===== src/rtl/cdu_pkg.sv =====
package cdu_pkg;

   // Widest exponent field any instance may use; bounds the counter width.
   localparam int unsigned CDU_EXP_MAX = 4;
   localparam int unsigned CDU_LG_W    = CDU_EXP_MAX + 1;

   typedef enum logic [1:0] {
      CDU_IDLE = 2'd0,
      CDU_PEND = 2'd1,
      CDU_DONE = 2'd2
   } cdu_state_e;

   // log2 of the divide ratio encoded by an enable bit and an exponent.
   function automatic logic [CDU_LG_W-1:0] cdu_lg(input logic en,
                                                  input logic [CDU_EXP_MAX-1:0] e);
      return en ? ({1'b0, e} + CDU_LG_W'(1)) : '0;
   endfunction

endpackage


===== src/rtl/cdu_div_counter.sv =====
module cdu_div_counter
   import cdu_pkg::*;
#(
   parameter int unsigned EXP_W = 3
)(
   input  logic           clk,
   input  logic           rst_n,
   input  logic [EXP_W:0] sel_act,
   input  logic [EXP_W:0] sel_new,
   input  logic           commit,
   output logic           tick
);
   localparam int unsigned CNT_W = 1 << EXP_W;

   logic [EXP_W:0]        sel_eff;
   logic [CDU_LG_W-1:0]   lg;
   logic [CNT_W:0]        span;
   logic [CNT_W-1:0]      term;
   logic [CNT_W-1:0]      cnt_q;

   // On the commit cycle every counter sits at zero, so stepping with the
   // new terminal count starts the new period from this edge.
   assign sel_eff = commit ? sel_new : sel_act;
   assign lg      = cdu_lg(sel_eff[EXP_W], CDU_EXP_MAX'(sel_eff[EXP_W-1:0]));
   assign span    = (CNT_W+1)'(1) << lg;
   assign term    = CNT_W'(span - (CNT_W+1)'(1));

   always_ff @(posedge clk or negedge rst_n) begin
      if (!rst_n)
         cnt_q <= '0;
      else if (cnt_q == term)
         cnt_q <= '0;
      else
         cnt_q <= cnt_q + 1'b1;
   end

   assign tick = (cnt_q == '0);

endmodule


===== src/rtl/cdu_order_check.sv =====
module cdu_order_check
   import cdu_pkg::*;
#(
   parameter int unsigned NUM_PB = 3,
   parameter int unsigned EXP_W  = 3
)(
   input  logic [NUM_PB:0][EXP_W:0] cand,
   output logic                     ok
);
   logic [CDU_LG_W-1:0] lg_cpu;
   logic [NUM_PB-1:0]   pb_ok;

   assign lg_cpu = cdu_lg(cand[0][EXP_W], CDU_EXP_MAX'(cand[0][EXP_W-1:0]));

   // Processor ratio must not exceed any peripheral ratio.
   for (genvar i = 0; i < NUM_PB; i++) begin : g_pb
      logic [CDU_LG_W-1:0] lg_pb;
      assign lg_pb    = cdu_lg(cand[i+1][EXP_W], CDU_EXP_MAX'(cand[i+1][EXP_W-1:0]));
      assign pb_ok[i] = (lg_cpu <= lg_pb);
   end

   assign ok = &pb_ok;

endmodule


===== src/rtl/cdu_commit_seq.sv =====
module cdu_commit_seq
   import cdu_pkg::*;
(
   input  logic clk,
   input  logic rst_n,
   input  logic accept,
   input  logic all_zero,
   input  logic ien,
   input  logic clr,
   output logic commit,
   output logic ready,
   output logic irq_stat
);
   cdu_state_e st_q, st_d;

   always_comb begin
      st_d = st_q;
      unique case (st_q)
         CDU_IDLE: if (accept)   st_d = CDU_PEND;
         CDU_PEND: if (all_zero) st_d = CDU_DONE;
         CDU_DONE:               st_d = CDU_IDLE;
         default:                st_d = CDU_IDLE;
      endcase
   end

   always_ff @(posedge clk or negedge rst_n) begin
      if (!rst_n)
         st_q <= CDU_IDLE;
      else
         st_q <= st_d;
   end

   assign commit = (st_q == CDU_PEND) && all_zero;
   assign ready  = (st_q == CDU_IDLE);

   // Set has priority over a simultaneous clear.
   always_ff @(posedge clk or negedge rst_n) begin
      if (!rst_n)
         irq_stat <= 1'b0;
      else if ((st_q == CDU_DONE) && ien)
         irq_stat <= 1'b1;
      else if (clr)
         irq_stat <= 1'b0;
   end

endmodule


===== src/rtl/clkdiv_commit_ctrl.sv =====
module clkdiv_commit_ctrl
   import cdu_pkg::*;
#(
   parameter int unsigned NUM_PB = 3,
   parameter int unsigned EXP_W  = 3,
   parameter int unsigned DATA_W = 8,
   parameter int unsigned ADDR_W = 3
)(
   input  logic              clk,
   input  logic              rst_n,
   input  logic              wr_en,
   input  logic [ADDR_W-1:0] wr_addr,
   input  logic [DATA_W-1:0] wr_data,
   input  logic [ADDR_W-1:0] rd_addr,
   output logic [DATA_W-1:0] rd_data,
   output logic              cpu_tick,
   output logic [NUM_PB-1:0] pb_tick,
   output logic              clk_ready,
   output logic              irq
);
   localparam int unsigned SEL_W = EXP_W + 1;
   localparam int unsigned NDOM  = NUM_PB + 1;
   localparam logic [ADDR_W-1:0] A_STAT = ADDR_W'(NUM_PB + 1);
   localparam logic [ADDR_W-1:0] A_IEN  = ADDR_W'(NUM_PB + 2);
   localparam logic [ADDR_W-1:0] A_ICLR = ADDR_W'(NUM_PB + 3);

   // Elaboration-time parameter checks
   if (NUM_PB < 1) begin : g_bad_pb
      $error("NUM_PB must be at least 1");
   end
   if ((EXP_W < 1) || (EXP_W > CDU_EXP_MAX)) begin : g_bad_exp
      $error("EXP_W out of supported range");
   end
   if (DATA_W < SEL_W || DATA_W < 2) begin : g_bad_data
      $error("DATA_W too narrow for a selection field");
   end
   if ((1 << ADDR_W) < (NUM_PB + 4)) begin : g_bad_addr
      $error("ADDR_W too narrow for the register map");
   end

   logic [NDOM-1:0][SEL_W-1:0] sel_act_q;
   logic [NDOM-1:0][SEL_W-1:0] sel_stg_q;
   logic [NDOM-1:0][SEL_W-1:0] cand;
   logic [NDOM-1:0]            tick_v;
   logic                       ien_q;
   logic                       sel_wr;
   logic                       order_ok;
   logic                       accept;
   logic                       commit;
   logic                       all_zero;
   logic                       clr;
   logic                       wr_unused;

   assign wr_unused = ^wr_data;

   // Candidate: active settings with the addressed domain replaced.
   always_comb begin
      cand = sel_act_q;
      for (int d = 0; d < NDOM; d++) begin
         if (wr_addr == ADDR_W'(d))
            cand[d] = wr_data[SEL_W-1:0];
      end
   end

   cdu_order_check #(
      .NUM_PB (NUM_PB),
      .EXP_W  (EXP_W)
   ) u_order (
      .cand (cand),
      .ok   (order_ok)
   );

   assign sel_wr = wr_en && (wr_addr < ADDR_W'(NDOM));
   assign accept = sel_wr && clk_ready && order_ok;
   assign clr    = wr_en && (wr_addr == A_ICLR) && wr_data[0];

   always_ff @(posedge clk or negedge rst_n) begin
      if (!rst_n) begin
         sel_act_q <= '0;
         sel_stg_q <= '0;
         ien_q     <= 1'b0;
      end else begin
         if (accept)
            sel_stg_q <= cand;
         if (commit)
            sel_act_q <= sel_stg_q;
         if (wr_en && (wr_addr == A_IEN))
            ien_q <= wr_data[0];
      end
   end

   for (genvar d = 0; d < NDOM; d++) begin : g_dom
      cdu_div_counter #(
         .EXP_W (EXP_W)
      ) u_cnt (
         .clk     (clk),
         .rst_n   (rst_n),
         .sel_act (sel_act_q[d]),
         .sel_new (sel_stg_q[d]),
         .commit  (commit),
         .tick    (tick_v[d])
      );
   end

   assign all_zero = &tick_v;
   assign cpu_tick = tick_v[0];
   assign pb_tick  = tick_v[NDOM-1:1];

   cdu_commit_seq u_seq (
      .clk      (clk),
      .rst_n    (rst_n),
      .accept   (accept),
      .all_zero (all_zero),
      .ien      (ien_q),
      .clr      (clr),
      .commit   (commit),
      .ready    (clk_ready),
      .irq_stat (irq)
   );

   always_comb begin
      rd_data = '0;
      for (int d = 0; d < NDOM; d++) begin
         if (rd_addr == ADDR_W'(d))
            rd_data[SEL_W-1:0] = sel_act_q[d];
      end
      if (rd_addr == A_STAT)
         rd_data[1:0] = {irq, clk_ready};
      if (rd_addr == A_IEN)
         rd_data[0] = ien_q;
   end

endmodule


===== config.mk =====
export PLATFORM = sky130hd
export DESIGN_NAME = clkdiv_commit_ctrl
export DESIGN_NICKNAME = d
export VERILOG_FILES = /design/src/rtl/cdu_pkg.sv /design/src/rtl/cdu_div_counter.sv /design/src/rtl/cdu_order_check.sv /design/src/rtl/cdu_commit_seq.sv /design/src/rtl/clkdiv_commit_ctrl.sv
export SDC_FILE = /design/constraint.sdc
export NUM_CORES = 1
export LEC_CHECK = 0
export ABC_CLOCK_PERIOD_IN_PS = 5200
export BUFFER_PORTS_ARGS = -buffer_cell sky130_fd_sc_hd__buf_4
export CORE_ASPECT_RATIO = 1.2
export CORE_MARGIN = 5
export CORE_UTILIZATION = 55
export CTS_BUF_LIST = sky130_fd_sc_hd__clkbuf_8
export CTS_CLUSTER_SIZE = 16
export DETAILED_ROUTE_END_ITERATION = 16
export PLACE_DENSITY = 0.76
export SETUP_SLACK_MARGIN = 0.15
export SLEW_MARGIN = 10
export SYNTH_ARGS = -nofsm -noshare
export SYNTH_HDL_FRONTEND = slang
export SYNTH_SLANG_ARGS = --single-unit

===== constraint.sdc =====
create_clock -name clk -period 5.2 [get_ports clk]
set_input_delay 1.04 -clock clk [delete_from_list [all_inputs] [get_ports clk]]
set_output_delay 1.04 -clock clk [all_outputs]
set_load 0.02 [all_outputs]

Word level (Yosys, flattened, before mapping)
Index checks and enable logic that the tools add are counted.
- bits in registers: 68
- word-level logic and storage cells: 107
- muxes and demuxes: 31
- equal/unequal tests: 18
- order comparisons: 4
- $add $sub $neg: 16
- shifts and indexed selects: 4
- reductions and logical operators: 19
- operators with widths (cell ; count):
    4-bit 2-to-1 mux ; 12
    5-bit 2-to-1 mux ; 8
    3-bit by 1-bit adder with 4-bit output (second input constant) ; 8
    8-bit by 1-bit adder with 8-bit output (second input constant) ; 4
    8-bit == test ; 4
    8-bit logical NOT ; 4
    8-bit 2-to-1 mux ; 4
    1-bit by 5-bit << shifter with 8-bit output (first input constant) ; 4
    8-bit by 1-bit subtractor with 8-bit output (second input constant) ; 4
    5-bit less-or-equal comparator ; 3
    3-bit by 2-bit == test with 1-bit output (second input constant) ; 4
    3-bit == test (second input constant) ; 4
    1-bit logical AND ; 8
    3-bit by 1-bit == test with 1-bit output (second input constant) ; 2
    3-bit logical NOT ; 2
    2-bit 2-to-1 mux ; 3
    2-bit by 1-bit inequality test with 1-bit output (second input constant) ; 2
    2-bit case mux with 2 select lines ; 1
    4-bit AND reduction ; 1
    3-bit < comparator (second input constant) ; 1
    1-bit 2-to-1 mux ; 3
    3-bit AND reduction ; 1
    2-bit by 1-bit == test with 1-bit output (second input constant) ; 1
    2-bit == test (second input constant) ; 1
    other kinds (3) ; 3

Depth between registers and ports, before layout
- depth after elaboration: 10
- depth in mapped cells: 25
- mapped depth without buffers: 21

Cells and area by module
From an unflattened synthesis, not the netlist that was laid out.
- cell total of the unflattened synthesis: 565
- area total of the unflattened synthesis: 5919.4 µm²
- modules (own cells, without submodules) (module ; instances ; cells an instance ; area an instance (µm²) ; sequential area each (µm²)):
    cdu_div_counter ; 4 ; 96 ; 908.4 ; 200.2
    clkdiv_commit_ctrl ; 1 ; 116 ; 1731.7 ; 825.8
    cdu_order_check ; 1 ; 52 ; 425.4 ; 0.0
    cdu_commit_seq ; 1 ; 13 ; 128.9 ; 75.1

Worst setup path before layout
Ideal clock, no wire load.
- path type: reg-to-reg
- start point: register g_dom[1].u_cnt.cnt_q[0]
- end point: register g_dom[1].u_cnt.cnt_q[2]
- data arrival time: 5303 ps
- cell stages (with the launch flop): 25
- required time: 5070 ps
- library setup time: 130 ps
- path buffers: 5
- setup slack: -233 ps
- clock period less this slack: 5433 ps
- cells stage by stage: dfrtp_1 -> inv_1 -> ha_1 -> or4b_1 -> and4b_1 -> buf_6 -> nand3_4 -> clkinv_2 -> buf_12 -> buf_4 -> clkbuf_1 -> clkbuf_1 -> o21ai_0 -> ha_1 -> nor2b_1 -> o2111ai_1 -> and2_0 -> or4b_2 -> ha_1 -> inv_1 -> a41oi_1 -> or2_2 -> mux4_2 -> nor3_4 -> nor2_1
- word-level cells in the longest chain between the ends: 10
- ends and longest elaborated chain (item ; line ; text):
    start, declared ; cdu_div_counter.sv:19 ; logic [CNT_W-1:0] cnt_q;
    start signal, assigned ; cdu_div_counter.sv:34 ; cnt_q <= cnt_q + 1'b1;
    8-bit logical NOT ; cdu_div_counter.sv:37 ; assign tick = (cnt_q == '0);
    4-bit AND reduction ; clkdiv_commit_ctrl.sv:105 ; assign all_zero = &tick_v;
    1-bit logical AND ; cdu_commit_seq.sv:33 ; assign commit = (st_q == CDU_PEND) && all_zero;
    4-bit 2-to-1 mux ; cdu_div_counter.sv:23 ; assign sel_eff = commit ? sel_new : sel_act;
    3-bit by 1-bit adder with 4-bit output ; cdu_pkg.sv:16 ; return en ? ({1'b0, e} + CDU_LG_W'(1)) : '0;
    5-bit 2-to-1 mux ; cdu_pkg.sv:16 ;
    1-bit by 5-bit << shifter with 8-bit output ; cdu_div_counter.sv:25 ; assign span = (CNT_W+1)'(1) << lg;
    8-bit by 1-bit subtractor with 8-bit output ; cdu_div_counter.sv:26 ; assign term = CNT_W'(span - (CNT_W+1)'(1));
    8-bit == test ; cdu_div_counter.sv:31 ; else if (cnt_q == term)
    8-bit 2-to-1 mux * ; cdu_div_counter.sv:31 ;
Every way passes the cells marked *; elsewhere a longest branch is shown, timed or not.
A chain may end at the register's enable or synchronous reset.

Final worst setup path
- start point: register g_dom[1].u_cnt.cnt_q[0]
- end point: register g_dom[0].u_cnt.cnt_q[7]
- word-level cells in the longest chain between the ends: 10
- ends and longest elaborated chain (item ; line):
    8-bit logical NOT * ; cdu_div_counter.sv:37
    4-bit AND reduction * ; clkdiv_commit_ctrl.sv:105
    1-bit logical AND * ; cdu_commit_seq.sv:33
    4-bit 2-to-1 mux * ; cdu_div_counter.sv:23
    3-bit by 1-bit adder with 4-bit output ; cdu_pkg.sv:16
    5-bit 2-to-1 mux * ; cdu_pkg.sv:16
    1-bit by 5-bit << shifter with 8-bit output * ; cdu_div_counter.sv:25
    8-bit by 1-bit subtractor with 8-bit output * ; cdu_div_counter.sv:26
    8-bit == test * ; cdu_div_counter.sv:31
    8-bit 2-to-1 mux * ; cdu_div_counter.sv:31
    end signal, assigned ; cdu_div_counter.sv:34
    end, declared ; cdu_div_counter.sv:19
Marked as above.

==> implementation parameters <==
Parameter                              Value

Global routing
  Number of global-route vias before repair    ~5000
  Global-route wire length before repair    about 24 mm
  Total gr overflow    0
  All-Layer GR Usage    roughly a quarter
  Initial antenna violation count    0
  Maximum number of pins on one net before global-route repair    69

Place
  Number of buffers added on ports    22
  HPWL reported at the end of detailed placement    ~11 mm
  RePlAce Congestion    between 0.8 and 0.9
  Post-placement setup slack    between 30 and 40 ps

Die
  # IOs    31
  Core Region    10400 um2
  Die footprint    around 13000 um2
  Width of the die    between 100 and 150 um
  Die H    between 100 and 150 um
  Initial cell density of the core    between 50% and 60%
  Standard-cell row count    41

Clock network
  CTS tree    yes
  Clk root buf    sky130_fd_sc_hd__clkbuf_8
  H-tree depth    3
  Clock sinks    68
  Clock tree buffer depth    2
  Clk pin slew, worst setup/hold paths    approximately 70 ps
  Quantity of hold-fixing buffers added after cts    0
  Num CTS Buffers    9
  Clock latency of the later-clocked register in the worst-skew pair    roughly 350 ps

STA
  FMAX    just over 0.2 GHz
  Final Hold Viols    0
  Final worst slack    ~380 ps
  Final Hold Slack    approximately 520 ps
  Time the worst path needs with I/O delays and setup    ~4800 ps
  Period Utilization, post-route    between 90% and 100%
  Final count of negative-setup-slack endpoints    0
  Setup repair after global routing missed its margin    true
  Slew @ Worst Pin    a little under 900 ps
  Worst-case headroom to the max-slew limit    around two fifths
  Number of max-slew violations in the final report    0
  Final TNS setup    0 ps
  Clk_skew    ~6.3 ps

Logic synthesis
  Share of synthesized flip-flops with an asynchronous set or reset    100%
  Number of synthesized flops with an enable pin    0
  Most used flip-flop cell after synthesis    sky130_fd_sc_hd__dfrtp_1
  Synth Area per Inst    a little under 9 um2
  Cell area after synthesis    roughly 5800 um2
  Yosys warns    0
  Number of distinct library cells after synthesis    79
  Synthesized flop and latch total    68
  Seq/Total Area, Yosys    between 20% and 30%
  Cells after synthesis    659

Worst setup path
  Length in cells of the worst reg-to-reg path    19
  Endpoint arrival time on the critical path    between 5000 and 6000 ps
  Worst-path cell chain    inv_2 > ha_1 > or4b_4 > and4b_2 > nand3_4 > clkinv_8 > mux2_2 > ha_1 > xor2_1 > or4_4 > o21ai_2 > nand3_1 > ha_1 > inv_1 > a41oi_1 > xor2_1 > or3_1 > a21oi_4 > a21oi_1
  Worst path most repeated cell    sky130_fd_sc_hd__ha_1
  Type of element launching the critical path    register
  Crit-path max cell delay    between 400 and 500 ps
  Library cell contributing the largest single delay on the critical path    sky130_fd_sc_hd__or4b_4
  Worst r2r dst    g_dom[0].u_cnt.cnt_q[7]
  Type of destination of the critical path    register
  Worst Setup Path Type    reg2reg
  Worst EP required    approximately 5400 ps
  Beginning of the worst register-to-register path    g_dom[1].u_cnt.cnt_q[0]
  Critical-path maximum fanout    17
  Setup slack of the most critical reg-to-reg path    about 380 ps

Routing
  Number of vias in the routed layout    5112
  Final Routed Wirelength    about 14 mm
  DRC violation count after routing    0
  First drt pass iteration count    5
  Detail Route Antenna Nets    0
  Detailed router's first-iteration violation count    384
  Drt wl/cell    between 15 and 20 um
  Via count normalized by instance count    6.27

Run
  Number of max-cap violations    0

Finish
  Final-stage net count    730
  Fraction of final layout cells sized beyond drive strength 1    ~16%
  Antenna Cells    0
  Area growth, synth to finish    9.78%
  Final Util    between 60% and 70%

Power and ir drop
  Leak pwr    about 0.0028 uW
  Peak supply drop    0.286 mV
  Cell Pwr Density    490 nW/um2

Min path
  Worst hold start    g_dom[1].u_cnt.cnt_q[0]
  End of the worst hold path    g_dom[1].u_cnt.cnt_q[0]
  Type of the most critical hold path    reg2reg
  Hold Path Stages    1

Outcome
  Status    finished clean
-- flip-flops by register name, indices dropped and copies added (netlist names) --
register	cells
sel_act_q	16
u_seq.irq_stat	1
g_dom.u_cnt.cnt_q	32
u_seq.st_q	2
ien_q	1
sel_stg_q	16
-- layer usage --
layer | GRT usage [%] | up-vias | wire length, um
met2 | 40.4 | 175 | 7370
met3 | 3.72 | 44 | 707
met1 | 28.5 | 2466 | 5940
met5 | 0 | - | 0
met4 | 11.0 | 0 | 469
li1 | - | 2427 | -
-- report_power, final --
part	internal [uW]	switching, uW
registers	704	295
logic	734	977
clock network	178	206
-- cell type report --
type                    count  area (um2)
well taps                 129         161
inverters                  37         151
repair buffers             41         308
clock buffers              10         138
flip-flops and latches     68        1700
clock inverters             6        25.0
fillers                   890        4040
multi-input cells         524        3830
-- cell usage after synthesis (3+ instances only) --
master	instances	area share, %
sky130_fd_sc_hd__buf_2	3	0.26
sky130_fd_sc_hd__mux2_2	23	4.5
sky130_fd_sc_hd__xor2_1	28	4.3
sky130_fd_sc_hd__o22ai_1	3	0.33
sky130_fd_sc_hd__nand2b_1	10	1.1
sky130_fd_sc_hd__clkbuf_1	16	1.0
sky130_fd_sc_hd__nor2b_1	16	1.7
sky130_fd_sc_hd__nor4_1	10	1.1
sky130_fd_sc_hd__o31ai_1	5	0.65
sky130_fd_sc_hd__o31a_1	3	0.46
sky130_fd_sc_hd__buf_4	8	1.0
sky130_fd_sc_hd__a311oi_1	3	0.46
sky130_fd_sc_hd__ha_1	32	7.0
sky130_fd_sc_hd__buf_1	4	0.26
sky130_fd_sc_hd__o32ai_1	4	0.61
sky130_fd_sc_hd__xnor2_1	27	4.1
sky130_fd_sc_hd__nor3b_1	9	1.2
sky130_fd_sc_hd__nand2_1	67	4.4
sky130_fd_sc_hd__or3_1	4	0.43
sky130_fd_sc_hd__nor3_1	11	0.96
sky130_fd_sc_hd__o21ai_0	30	2.6
sky130_fd_sc_hd__mux4_2	5	2.0
sky130_fd_sc_hd__a41oi_1	5	0.76
sky130_fd_sc_hd__or4_1	3	0.39
sky130_fd_sc_hd__or2_2	4	0.43
sky130_fd_sc_hd__nand3_1	27	2.3
sky130_fd_sc_hd__nand4_1	17	1.8
sky130_fd_sc_hd__inv_1	36	2.3
sky130_fd_sc_hd__o211ai_1	4	0.52
sky130_fd_sc_hd__a21oi_1	32	2.8
sky130_fd_sc_hd__and3_1	11	1.2
sky130_fd_sc_hd__and2_1	8	0.87
sky130_fd_sc_hd__nor2_1	37	2.4
sky130_fd_sc_hd__mux2i_1	24	4.2
sky130_fd_sc_hd__a2111oi_0	3	0.46
sky130_fd_sc_hd__dfrtp_1	68	30
sky130_fd_sc_hd__a31oi_1	8	0.87
-- worst max path at each step --
stage | slack [ps] | startpoint | to
floorplan | 270 | g_dom[1].u_cnt.cnt_q[0] | g_dom[1].u_cnt.cnt_q[2]
global placement | 250 | g_dom[1].u_cnt.cnt_q[0] | g_dom[3].u_cnt.cnt_q[3]
detailed placement | 40 | g_dom[2].u_cnt.cnt_q[0] | g_dom[3].u_cnt.cnt_q[7]
CTS | 190 | g_dom[1].u_cnt.cnt_q[0] | g_dom[1].u_cnt.cnt_q[3]
global route | 160 | g_dom[1].u_cnt.cnt_q[0] | g_dom[0].u_cnt.cnt_q[7]
finish | 380 | g_dom[1].u_cnt.cnt_q[0] | g_dom[0].u_cnt.cnt_q[7]
-- worst max-delay path: cells and delay by family (launching register included) --
family,cells,cell delay [ps]
simple gates,6,1930
fa+ha+maj,3,660
compound gates,4,550
flops,1,450
mux,1,390
xor+xnor,2,390
buf+inv,3,290
-- metrics by stage --
step                      total power [uW]  cells  cell area [um2]
after global routing                  3340    815             6320
after detailed placement              2620    791             6020
after floorplan                       2190    662             5820
final                                 3090    815             6320
after global placement                2550    791             6020
after CTS                             3050    808             6200
-- logic make-up (layout without fill, tap and decap cells) --
family	Yosys count	count (layout)	share of synthesized area, %
muxes	52	52	10.6
and+or+nand+nor	250	250	23.3
xor gates and xnor gates	55	55	8.37
adders and majority gates	32	32	6.96
AOI/OAI and AO/OA	131	131	15.5
other	1	4	0.0652
DFF	68	68	29.6
buffers and inverters	70	94	5.59
-- layout by cell type (no fill, tap or decap), types with 7 or more instances in the layout --
| cell | instances |
|---|---|
| sky130_fd_sc_hd__nand2_1 | 67 |
| sky130_fd_sc_hd__dfrtp_1 | 67 |
| sky130_fd_sc_hd__buf_4 | 41 |
| sky130_fd_sc_hd__inv_1 | 39 |
| sky130_fd_sc_hd__nor2_1 | 37 |
| sky130_fd_sc_hd__a21oi_1 | 32 |
| sky130_fd_sc_hd__o21ai_0 | 28 |
| sky130_fd_sc_hd__xnor2_1 | 27 |
| sky130_fd_sc_hd__nand3_1 | 27 |
| sky130_fd_sc_hd__xor2_1 | 27 |
| sky130_fd_sc_hd__ha_1 | 27 |
| sky130_fd_sc_hd__mux2i_1 | 24 |
| sky130_fd_sc_hd__mux2_2 | 23 |
| sky130_fd_sc_hd__nand4_1 | 17 |
| sky130_fd_sc_hd__nor2b_1 | 16 |
| sky130_fd_sc_hd__nor3_1 | 11 |
| sky130_fd_sc_hd__and3_1 | 11 |
| sky130_fd_sc_hd__nand2b_1 | 10 |
| sky130_fd_sc_hd__clkbuf_8 | 10 |
| sky130_fd_sc_hd__nor4_1 | 9 |
| sky130_fd_sc_hd__and2_1 | 9 |
| sky130_fd_sc_hd__nor3b_1 | 8 |
| sky130_fd_sc_hd__a31oi_1 | 7 |
-- repair_timing --
item / in CTS / in global routing
setup endpoints to repair: 11 / 32
resized for setup: 2 / 18
setup buffers: 1 / 7
pin swaps: 1 / 3
Note: power is estimated with default switching activity, not from simulation.
